===== src/rtl/sr_pkg.sv =====
package sr_pkg;

  // Protected when the two top address bits fall in the range picked by level
  function automatic logic prot_hit(input logic [1:0] level, input logic [1:0] top2);
    logic hit;
    case (level)
      2'b00:   hit = 1'b0;
      2'b01:   hit = (top2 == 2'b11);
      2'b10:   hit = top2[1];
      default: hit = 1'b1;
    endcase
    return hit;
  endfunction

  // Persistent fields carried by a status write: {lock_en, bp1, bp0}
  function automatic logic [2:0] pick_persist(input logic [7:0] b);
    return {b[7], b[3], b[2]};
  endfunction

endpackage


===== src/rtl/sr_sync2.sv =====
module sr_sync2 #(
  parameter logic RST_VAL = 1'b0
) (
  input  logic clk,
  input  logic arst_n,
  input  logic d,
  output logic q
);
  logic meta_q;

  always_ff @(posedge clk or negedge arst_n) begin
    if (!arst_n) begin
      meta_q <= RST_VAL;
      q      <= RST_VAL;
    end else begin
      meta_q <= d;
      q      <= meta_q;
    end
  end
endmodule


===== src/rtl/sr_prot_decode.sv =====
module sr_prot_decode #(
  parameter int ADDR_W = 11
) (
  input  logic [1:0]        level,
  input  logic [ADDR_W-1:0] addr,
  output logic              hit
);
  import sr_pkg::*;
  localparam int TOP = ADDR_W - 1;

  always_comb hit = prot_hit(level, addr[TOP -: 2]);
endmodule


===== src/rtl/sr_write_timer.sv =====
module sr_write_timer #(
  parameter int CYCLES = 16
) (
  input  logic clk,
  input  logic rst_n,
  input  logic start,
  output logic busy,
  output logic done
);
  localparam int CNT_W = (CYCLES > 2) ? $clog2(CYCLES) : 1;
  localparam logic [CNT_W-1:0] LOAD = CNT_W'(CYCLES - 1);

  logic [CNT_W-1:0] cnt_q, cnt_d;
  logic             busy_q, busy_d;

  always_comb begin
    cnt_d  = cnt_q;
    busy_d = busy_q;
    if (busy_q) begin
      if (cnt_q == '0) busy_d = 1'b0;
      else             cnt_d  = cnt_q - 1'b1;
    end else if (start) begin
      busy_d = 1'b1;
      cnt_d  = LOAD;
    end
  end

  always_ff @(posedge clk or negedge rst_n) begin
    if (!rst_n) begin
      cnt_q  <= '0;
      busy_q <= 1'b0;
    end else begin
      cnt_q  <= cnt_d;
      busy_q <= busy_d;
    end
  end

  assign busy = busy_q;
  assign done = busy_q && (cnt_q == '0);
endmodule


===== src/rtl/sr_protect_unit.sv =====
module sr_protect_unit #(
  parameter int ADDR_W       = 11,
  parameter int WRITE_CYCLES = 16
) (
  input  logic              clk,
  input  logic              rst_n,
  input  logic              wp_n,
  input  logic              frame_active,
  input  logic              frame_end,
  input  logic              set_wel,
  input  logic              clr_wel,
  input  logic              sr_load,
  input  logic [7:0]        sr_data,
  input  logic              arr_req,
  input  logic [ADDR_W-1:0] arr_addr,
  output logic [7:0]        status_o,
  output logic              busy_o,
  output logic              arr_grant,
  output logic              sr_grant
);
  import sr_pkg::*;

  logic rst_int_n;
  logic wp_s, wp_prev_q, wp_fall;

  // persistent bits and latches
  logic       lock_q, lock_d;
  logic [1:0] bp_q, bp_d;
  logic       wel_q, wel_d;
  logic       pend_q, pend_d;
  logic [2:0] pend_bits_q, pend_bits_d;
  logic       sr_cyc_q, sr_cyc_d;
  logic [2:0] stage_q, stage_d;

  logic busy, done, start, prot, hw_lock;

  sr_sync2 #(.RST_VAL(1'b0)) u_rst_sync (
    .clk(clk), .arst_n(rst_n), .d(1'b1), .q(rst_int_n)
  );

  sr_sync2 #(.RST_VAL(1'b1)) u_wp_sync (
    .clk(clk), .arst_n(rst_int_n), .d(wp_n), .q(wp_s)
  );

  sr_prot_decode #(.ADDR_W(ADDR_W)) u_decode (
    .level(bp_q), .addr(arr_addr), .hit(prot)
  );

  sr_write_timer #(.CYCLES(WRITE_CYCLES)) u_timer (
    .clk(clk), .rst_n(rst_int_n), .start(start), .busy(busy), .done(done)
  );

  always_comb begin
    wp_fall   = wp_prev_q & ~wp_s;
    hw_lock   = lock_q & ~wp_s;
    arr_grant = wel_q & ~busy & ~prot;
    sr_grant  = wel_q & ~busy & ~hw_lock;
    start     = ~busy & ((arr_req & arr_grant) | (frame_end & pend_q));
  end

  // next state
  always_comb begin
    lock_d      = lock_q;
    bp_d        = bp_q;
    wel_d       = wel_q;
    pend_d      = pend_q;
    pend_bits_d = pend_bits_q;
    sr_cyc_d    = sr_cyc_q;
    stage_d     = stage_q;

    if (done) begin
      wel_d    = 1'b0;
      sr_cyc_d = 1'b0;
      if (sr_cyc_q) begin
        lock_d = stage_q[2];
        bp_d   = stage_q[1:0];
      end
    end else if (!busy) begin
      if (set_wel) wel_d = 1'b1;
      if (clr_wel) wel_d = 1'b0;
    end

    if (start && frame_end && pend_q && !(arr_req && arr_grant)) begin
      sr_cyc_d = 1'b1;
      stage_d  = pend_bits_q;
    end

    if (busy || frame_end || (wp_fall && frame_active)) begin
      pend_d = 1'b0;
    end else if (sr_load && sr_grant) begin
      pend_d      = 1'b1;
      pend_bits_d = pick_persist(sr_data);
    end
  end

  always_ff @(posedge clk or negedge rst_int_n) begin
    if (!rst_int_n) begin
      wp_prev_q   <= 1'b1;
      lock_q      <= 1'b0;
      bp_q        <= 2'b00;
      wel_q       <= 1'b0;
      pend_q      <= 1'b0;
      pend_bits_q <= 3'b000;
      sr_cyc_q    <= 1'b0;
      stage_q     <= 3'b000;
    end else begin
      wp_prev_q   <= wp_s;
      lock_q      <= lock_d;
      bp_q        <= bp_d;
      wel_q       <= wel_d;
      pend_q      <= pend_d;
      pend_bits_q <= pend_bits_d;
      sr_cyc_q    <= sr_cyc_d;
      stage_q     <= stage_d;
    end
  end

  assign busy_o   = busy;
  assign status_o = busy ? 8'hFF : {lock_q, 3'b000, bp_q, wel_q, 1'b0};
endmodule


===== config.mk =====
export PLATFORM = sky130hd
export DESIGN_NAME = sr_protect_unit
export DESIGN_NICKNAME = d
export VERILOG_FILES = /design/src/rtl/sr_pkg.sv /design/src/rtl/sr_sync2.sv /design/src/rtl/sr_prot_decode.sv /design/src/rtl/sr_write_timer.sv /design/src/rtl/sr_protect_unit.sv
export SDC_FILE = /design/constraint.sdc
export NUM_CORES = 1
export LEC_CHECK = 0
export ABC_AREA = 1
export BUFFER_PORTS_ARGS = -buffer_cell sky130_fd_sc_hd__buf_2
export CAP_MARGIN = 10
export CORE_AREA = 2 2 64 66
export DETAILED_ROUTE_END_ITERATION = 10
export DIE_AREA = 0 0 66 68
export PLACE_DENSITY_LB_ADDON = 0.15
export SYNTH_ARGS = -nofsm -noshare
export SYNTH_HDL_FRONTEND = slang
export SYNTH_SLANG_ARGS = --single-unit

===== constraint.sdc =====
create_clock -name clk -period 1.3 [get_ports clk]
set_input_delay 0.065 -clock clk [delete_from_list [all_inputs] [get_ports clk]]
set_output_delay 0.065 -clock clk [all_outputs]
set_load 0.02 [all_outputs]

==> run summary <==
The flow ran to the end, and the final reports show no timing, DRC or antenna violations. Wire segments on met3 add up to 101 um in the final route. The number of antenna violations at the first check in global routing is 0, and the starting utilization of the core area is 28.13%. The tools report the beginning of the worst hold path as sr_data[7]. For the final number of max-transition violations, the log shows 0. In this run the power spent charging and discharging nets is 0.001356 W.

Total power for the finished layout comes to 0.003223 W. The number of top-level pins was 39. Setup repair after global routing could not meet its margin everywhere. The deepest level of the CTS H-tree was 1.

The final cell count without fillers came out at 204. The logs give 22 for the TritonCTS sink count and 37.25% for the final design utilization. The tools report the count of endpoints failing hold in the final timing report as 0. The tools report the routed metal-1 wirelength as 1039 um. The fmax was 774.6 MHz; the count of buffers inserted at the top-level ports was 24. The uppermost layer routed was met4. For the placed instance area, the log shows 1265 sq um.

The cell area that synthesis handed to floorplanning was 1085 sq um. In the final design database the tool counted 184 nets. Sequential share of power: 35.6%. The die outline height came out at 68 um. The number of cells on the worst reg-to-reg path is 5, and the number of warnings printed during yosys synthesis is 0. The logs give 3608 um for the first-pass GRT wire length and 0 for the total grt overflow. Synthesis instantiated 23 different standard cells from the library. The routed wire length came out at 2118 um. The total buffers and inverters traversed by the critical path came out at 2. For the worst setup path, the data required time is 1.24 ns.

Detailed routing inserted a total of 846 vias. Synthesis produced 120 cells. For the least setup slack across all paths after layout, the log shows 0.008992 ns. The time the worst path needs with I/O delays and setup was 1.291 ns. Fraction of synthesis flops using an asynchronous set or reset pin: 100.0%.

Among the stages of the critical path, the cell type that occurs most often is sky130_fd_sc_hd__buf_6. Clock-pin slew was measured on the worst setup and hold paths at 0.08 ns. Summing all flip-flop and latch instances after layout gives 555.5 sq um.

The area share of the largest cell type after synthesis came out at 43.83%. The iteration count of the initial detailed-routing pass was 4; the via count of the first global-routing pass was 849. The repair_antennas step left the layout with diodes totalling 0. The area of the placeable core came out at 3856 sq um.

The maximum fanout count along the critical path came out at 4. The critical path is of the flip-flop to output port type. For the worst-skew pair later-pin latency, the log shows 0.26 ns. Traced cell by cell, the critical path runs through buf_6, or2_4, buf_6.

Relative to the synthesized area, the layout overhead comes to 32.41%. The slowest stage of the critical path belongs to the cell sky130_fd_sc_hd__dfrtp_2. The path type of the worst min-delay path was primary input to flip-flop.

TritonCTS built the clock tree. STA classifies the critical path endpoint as an output port. The count of flip-flops with a built-in enable after synthesis was 0. Summed over all nets, the half-perimeter wirelength after detailed placement is 1564 um. Worst-case register-to-register setup slack: 0.05 ns. The final-layout fill cell count came out at 428. The run gives 945 um as the wire length on met2. For this run, the register share of the synthesized area comes to 51.10%.

The clock skew after layout was 0.003719 ns; the power density over the cells was 2243 nW/um^2. The ratio of final minimum period to clock period is 99.31%, and the number of DRC markers in iteration 0 is 31. The share of final-layout standard cells stronger than drive strength 1 came out at 38.31%. The path with the worst hold slack has its endpoint at pend_bits_q[2]$_DFFE_PN0P_.

Clock tree root driver cell: sky130_fd_sc_hd__clkbuf_8. The average vias per placed instance is 4.147, and the area of all placed cells without fillers is 1436 sq um. Routability-driven placement finished with a final weighted congestion of 0.7442. At the placement stage, the worst setup path has a slack of 0.02263 ns.

The die covers 4488 sq um. Max-cap violations in this run came to 0. For this run, design rule violations remaining after detail routing come to 0. Entering global routing, the biggest net connects 13 pins. Ranked by total cell area, the synthesized netlist is headed by sky130_fd_sc_hd__dfrtp_1 44%, sky130_fd_sc_hd__nand2_1 14%, sky130_fd_sc_hd__dfstp_2 7.3%. The worst setup path is launched from a flip-flop. Counting along the longest clock path gives a buffer depth of 2. Of the total power, the share spent switching nets is 42.09%.

Across every metal layer, demand over resource in global routing totals 10.75%. The internal power of the cells totals 0.001866 W. For the share of power burned in the clock network, the log shows 15.1%. The kind of cell adding the most delay to the critical path was flip-flops.

The number of clock buffers added by TritonCTS is 3. The startpoint identified for the worst register-to-register timing path is u_timer.busy$_DFF_PN0_. The leakage power of the design was 0.7264 nW. Counting tap cells, the placed design contains a total of 194 instances. The mean cell area of the mapped netlist was 9.040 sq um. Data on the critical path arrives at its endpoint at 1.23 ns. sky130_fd_sc_hd__dfrtp_1 takes more of the synthesized area than any other cell. The worst-case IR drop observed on VDD is 0.6061 mV. The portion of total power attributed to combinational logic was 49.4%; the floorplan row count was 23. Dividing the detail-routed wire length by the instance count gives 10.38 um.

Final setup violation count: 0. In the final layout, the multi-input gates occupy 471.7 sq um. The flip-flop and latch count after synthesis is 22.

sky130_fd_sc_hd__nand2_1 is the most common cell in the netlist. Synthesis produced a netlist with a net count of 149. The remaining antenna violation count after routing is 0, and the worst hold path cell count is 3. Horizontal extent of the die: 66 um.

The endpoint identified for the worst register-to-register timing path is pend_bits_q[0]$_DFFE_PN0P_. The commonest cells after synthesis are 40 x sky130_fd_sc_hd__nand2_1, 19 x sky130_fd_sc_hd__dfrtp_1, 11 x sky130_fd_sc_hd__inv_1. Worst stage delay on the critical path: 0.48 ns. The primary flip-flop cell chosen by synthesis mapping was sky130_fd_sc_hd__dfrtp_1.
layout by cell type (no fill, tap or decap):
cell                            instances
sky130_fd_sc_hd__nor2_4                 1
sky130_fd_sc_hd__dlygate4sd3_1          4
sky130_fd_sc_hd__a21oi_1                5
sky130_fd_sc_hd__conb_1                 1
sky130_fd_sc_hd__buf_2                 21
sky130_fd_sc_hd__nand3_2                1
sky130_fd_sc_hd__nand3_4                2
sky130_fd_sc_hd__nor2_1                 5
sky130_fd_sc_hd__a21oi_4                1
sky130_fd_sc_hd__clkbuf_8               4
sky130_fd_sc_hd__buf_6                  4
sky130_fd_sc_hd__nand2_4                3
sky130_fd_sc_hd__nor2_2                 1
sky130_fd_sc_hd__dfstp_2                3
sky130_fd_sc_hd__dfrtp_2                1
sky130_fd_sc_hd__nand4_1                3
sky130_fd_sc_hd__nand3b_1               1
sky130_fd_sc_hd__nand3_1                8
sky130_fd_sc_hd__nand2_8                1
sky130_fd_sc_hd__a22oi_1                1
sky130_fd_sc_hd__or2_4                  1
sky130_fd_sc_hd__ha_4                   1
sky130_fd_sc_hd__dfrtp_1               18
sky130_fd_sc_hd__inv_8                  1
sky130_fd_sc_hd__o21ai_2                2
sky130_fd_sc_hd__nand2_1               38
sky130_fd_sc_hd__o21ai_1                1
sky130_fd_sc_hd__or2_2                  1
sky130_fd_sc_hd__buf_4                  6
sky130_fd_sc_hd__inv_2                  2
sky130_fd_sc_hd__inv_1                 10
sky130_fd_sc_hd__nand2_2                2
worst reg2reg max path, cell delays in order (launching register included):
cell                      delay (ns)
sky130_fd_sc_hd__dfrtp_2        0.48
sky130_fd_sc_hd__buf_4          0.19
sky130_fd_sc_hd__nor2_1         0.13
sky130_fd_sc_hd__nand2_2        0.13
sky130_fd_sc_hd__o21ai_1        0.14
sky130_fd_sc_hd__nand2_1        0.06
area by class of cell:
type,count,area share [%]
clock buffers,4,3.833
inverters,13,3.920
flip-flops and latches,22,38.68
repair buffers,35,16.38
multi-input cells,80,32.84
well taps,50,4.355
timing repair:
item	CTS	global route
hold endpoints to repair	5	0
hold buffers	4	0
endpoints found under the setup margin	6	14
setup buffers	2	0
resized for setup	6	11
gates cloned	0	0
pin swaps	1	4
flip-flops by register name (all words and copies together), names as in the netlist:
name and flops:
bp_q 2, wel_q 1, u_rst_sync.q 1, pend_bits_q 3
pend_q 1, u_wp_sync.meta_q 1, wp_prev_q 1, u_rst_sync.meta_q 1
u_timer.busy 1, u_timer.cnt_q 4, lock_q 1, sr_cyc_q 1
u_wp_sync.q 1, stage_q 3
power groups by stage:
stage / clock (W) / combinational, W / sequential, W
after floorplan: 0 / 0.00112 / 0.00110
after global placement: 0 / 0.00134 / 0.00116
after detailed placement: 0 / 0.00136 / 0.00117
after CTS: 0.000503 / 0.00151 / 0.00113
after global routing: 0.000535 / 0.00177 / 0.00118
final: 0.000485 / 0.00159 / 0.00115
worst max-delay path by stage:
stage,slack (ns),end,cells past startpoint,start
floorplan,-0.06,pend_bits_q[0]$_DFFE_PN0P_,7,u_timer.busy$_DFF_PN0_
global placement,0.03,u_timer.cnt_q[2]$_DFFE_PN0P_,7,u_timer.cnt_q[0]$_DFFE_PN0P_
detailed placement,0.02,u_timer.cnt_q[2]$_DFFE_PN0P_,7,u_timer.cnt_q[0]$_DFFE_PN0P_
CTS,0.002,status_o[7],3,u_timer.busy$_DFF_PN0_
global route,-0.02,bp_q[1]$_DFFE_PN0P_,6,u_timer.busy$_DFF_PN0_
finish,0.009,status_o[7],3,u_timer.busy$_DFF_PN0_
kinds of logic (layout without fill, tap and decap cells):
| family | after synthesis | in the layout | share of synthesized area, % |
|---|---|---|---|
| AND/OR/NAND/NOR | 68 | 68 | 32.53 |
| flip-flops | 22 | 22 | 51.10 |
| AO/OA/AOI/OAI | 10 | 10 | 5.882 |
| other | 1 | 1 | 0.3457 |
| buffers and inverters | 18 | 52 | 8.996 |
| adder cells (fa/ha/maj) | 1 | 1 | 1.153 |
per-stage QoR:
step	setup TNS [ns]	hold slack (ns)
floorplan	-0.1726	-0.2306
global placement	0	-0.1491
detailed placement	0	-0.1484
CTS	0	0.0004364
global route	-0.1108	0.02060
finish	0	0.003121
routing by layer:
layer / vias to the layer above / track usage, %
li1: 440 / -
met1: 378 / 13.66
met2: 24 / 17.68
met3: 4 / 1.974
met4: 0 / 5.357
met5: - / 0
Power figures use the tool's default switching activity.
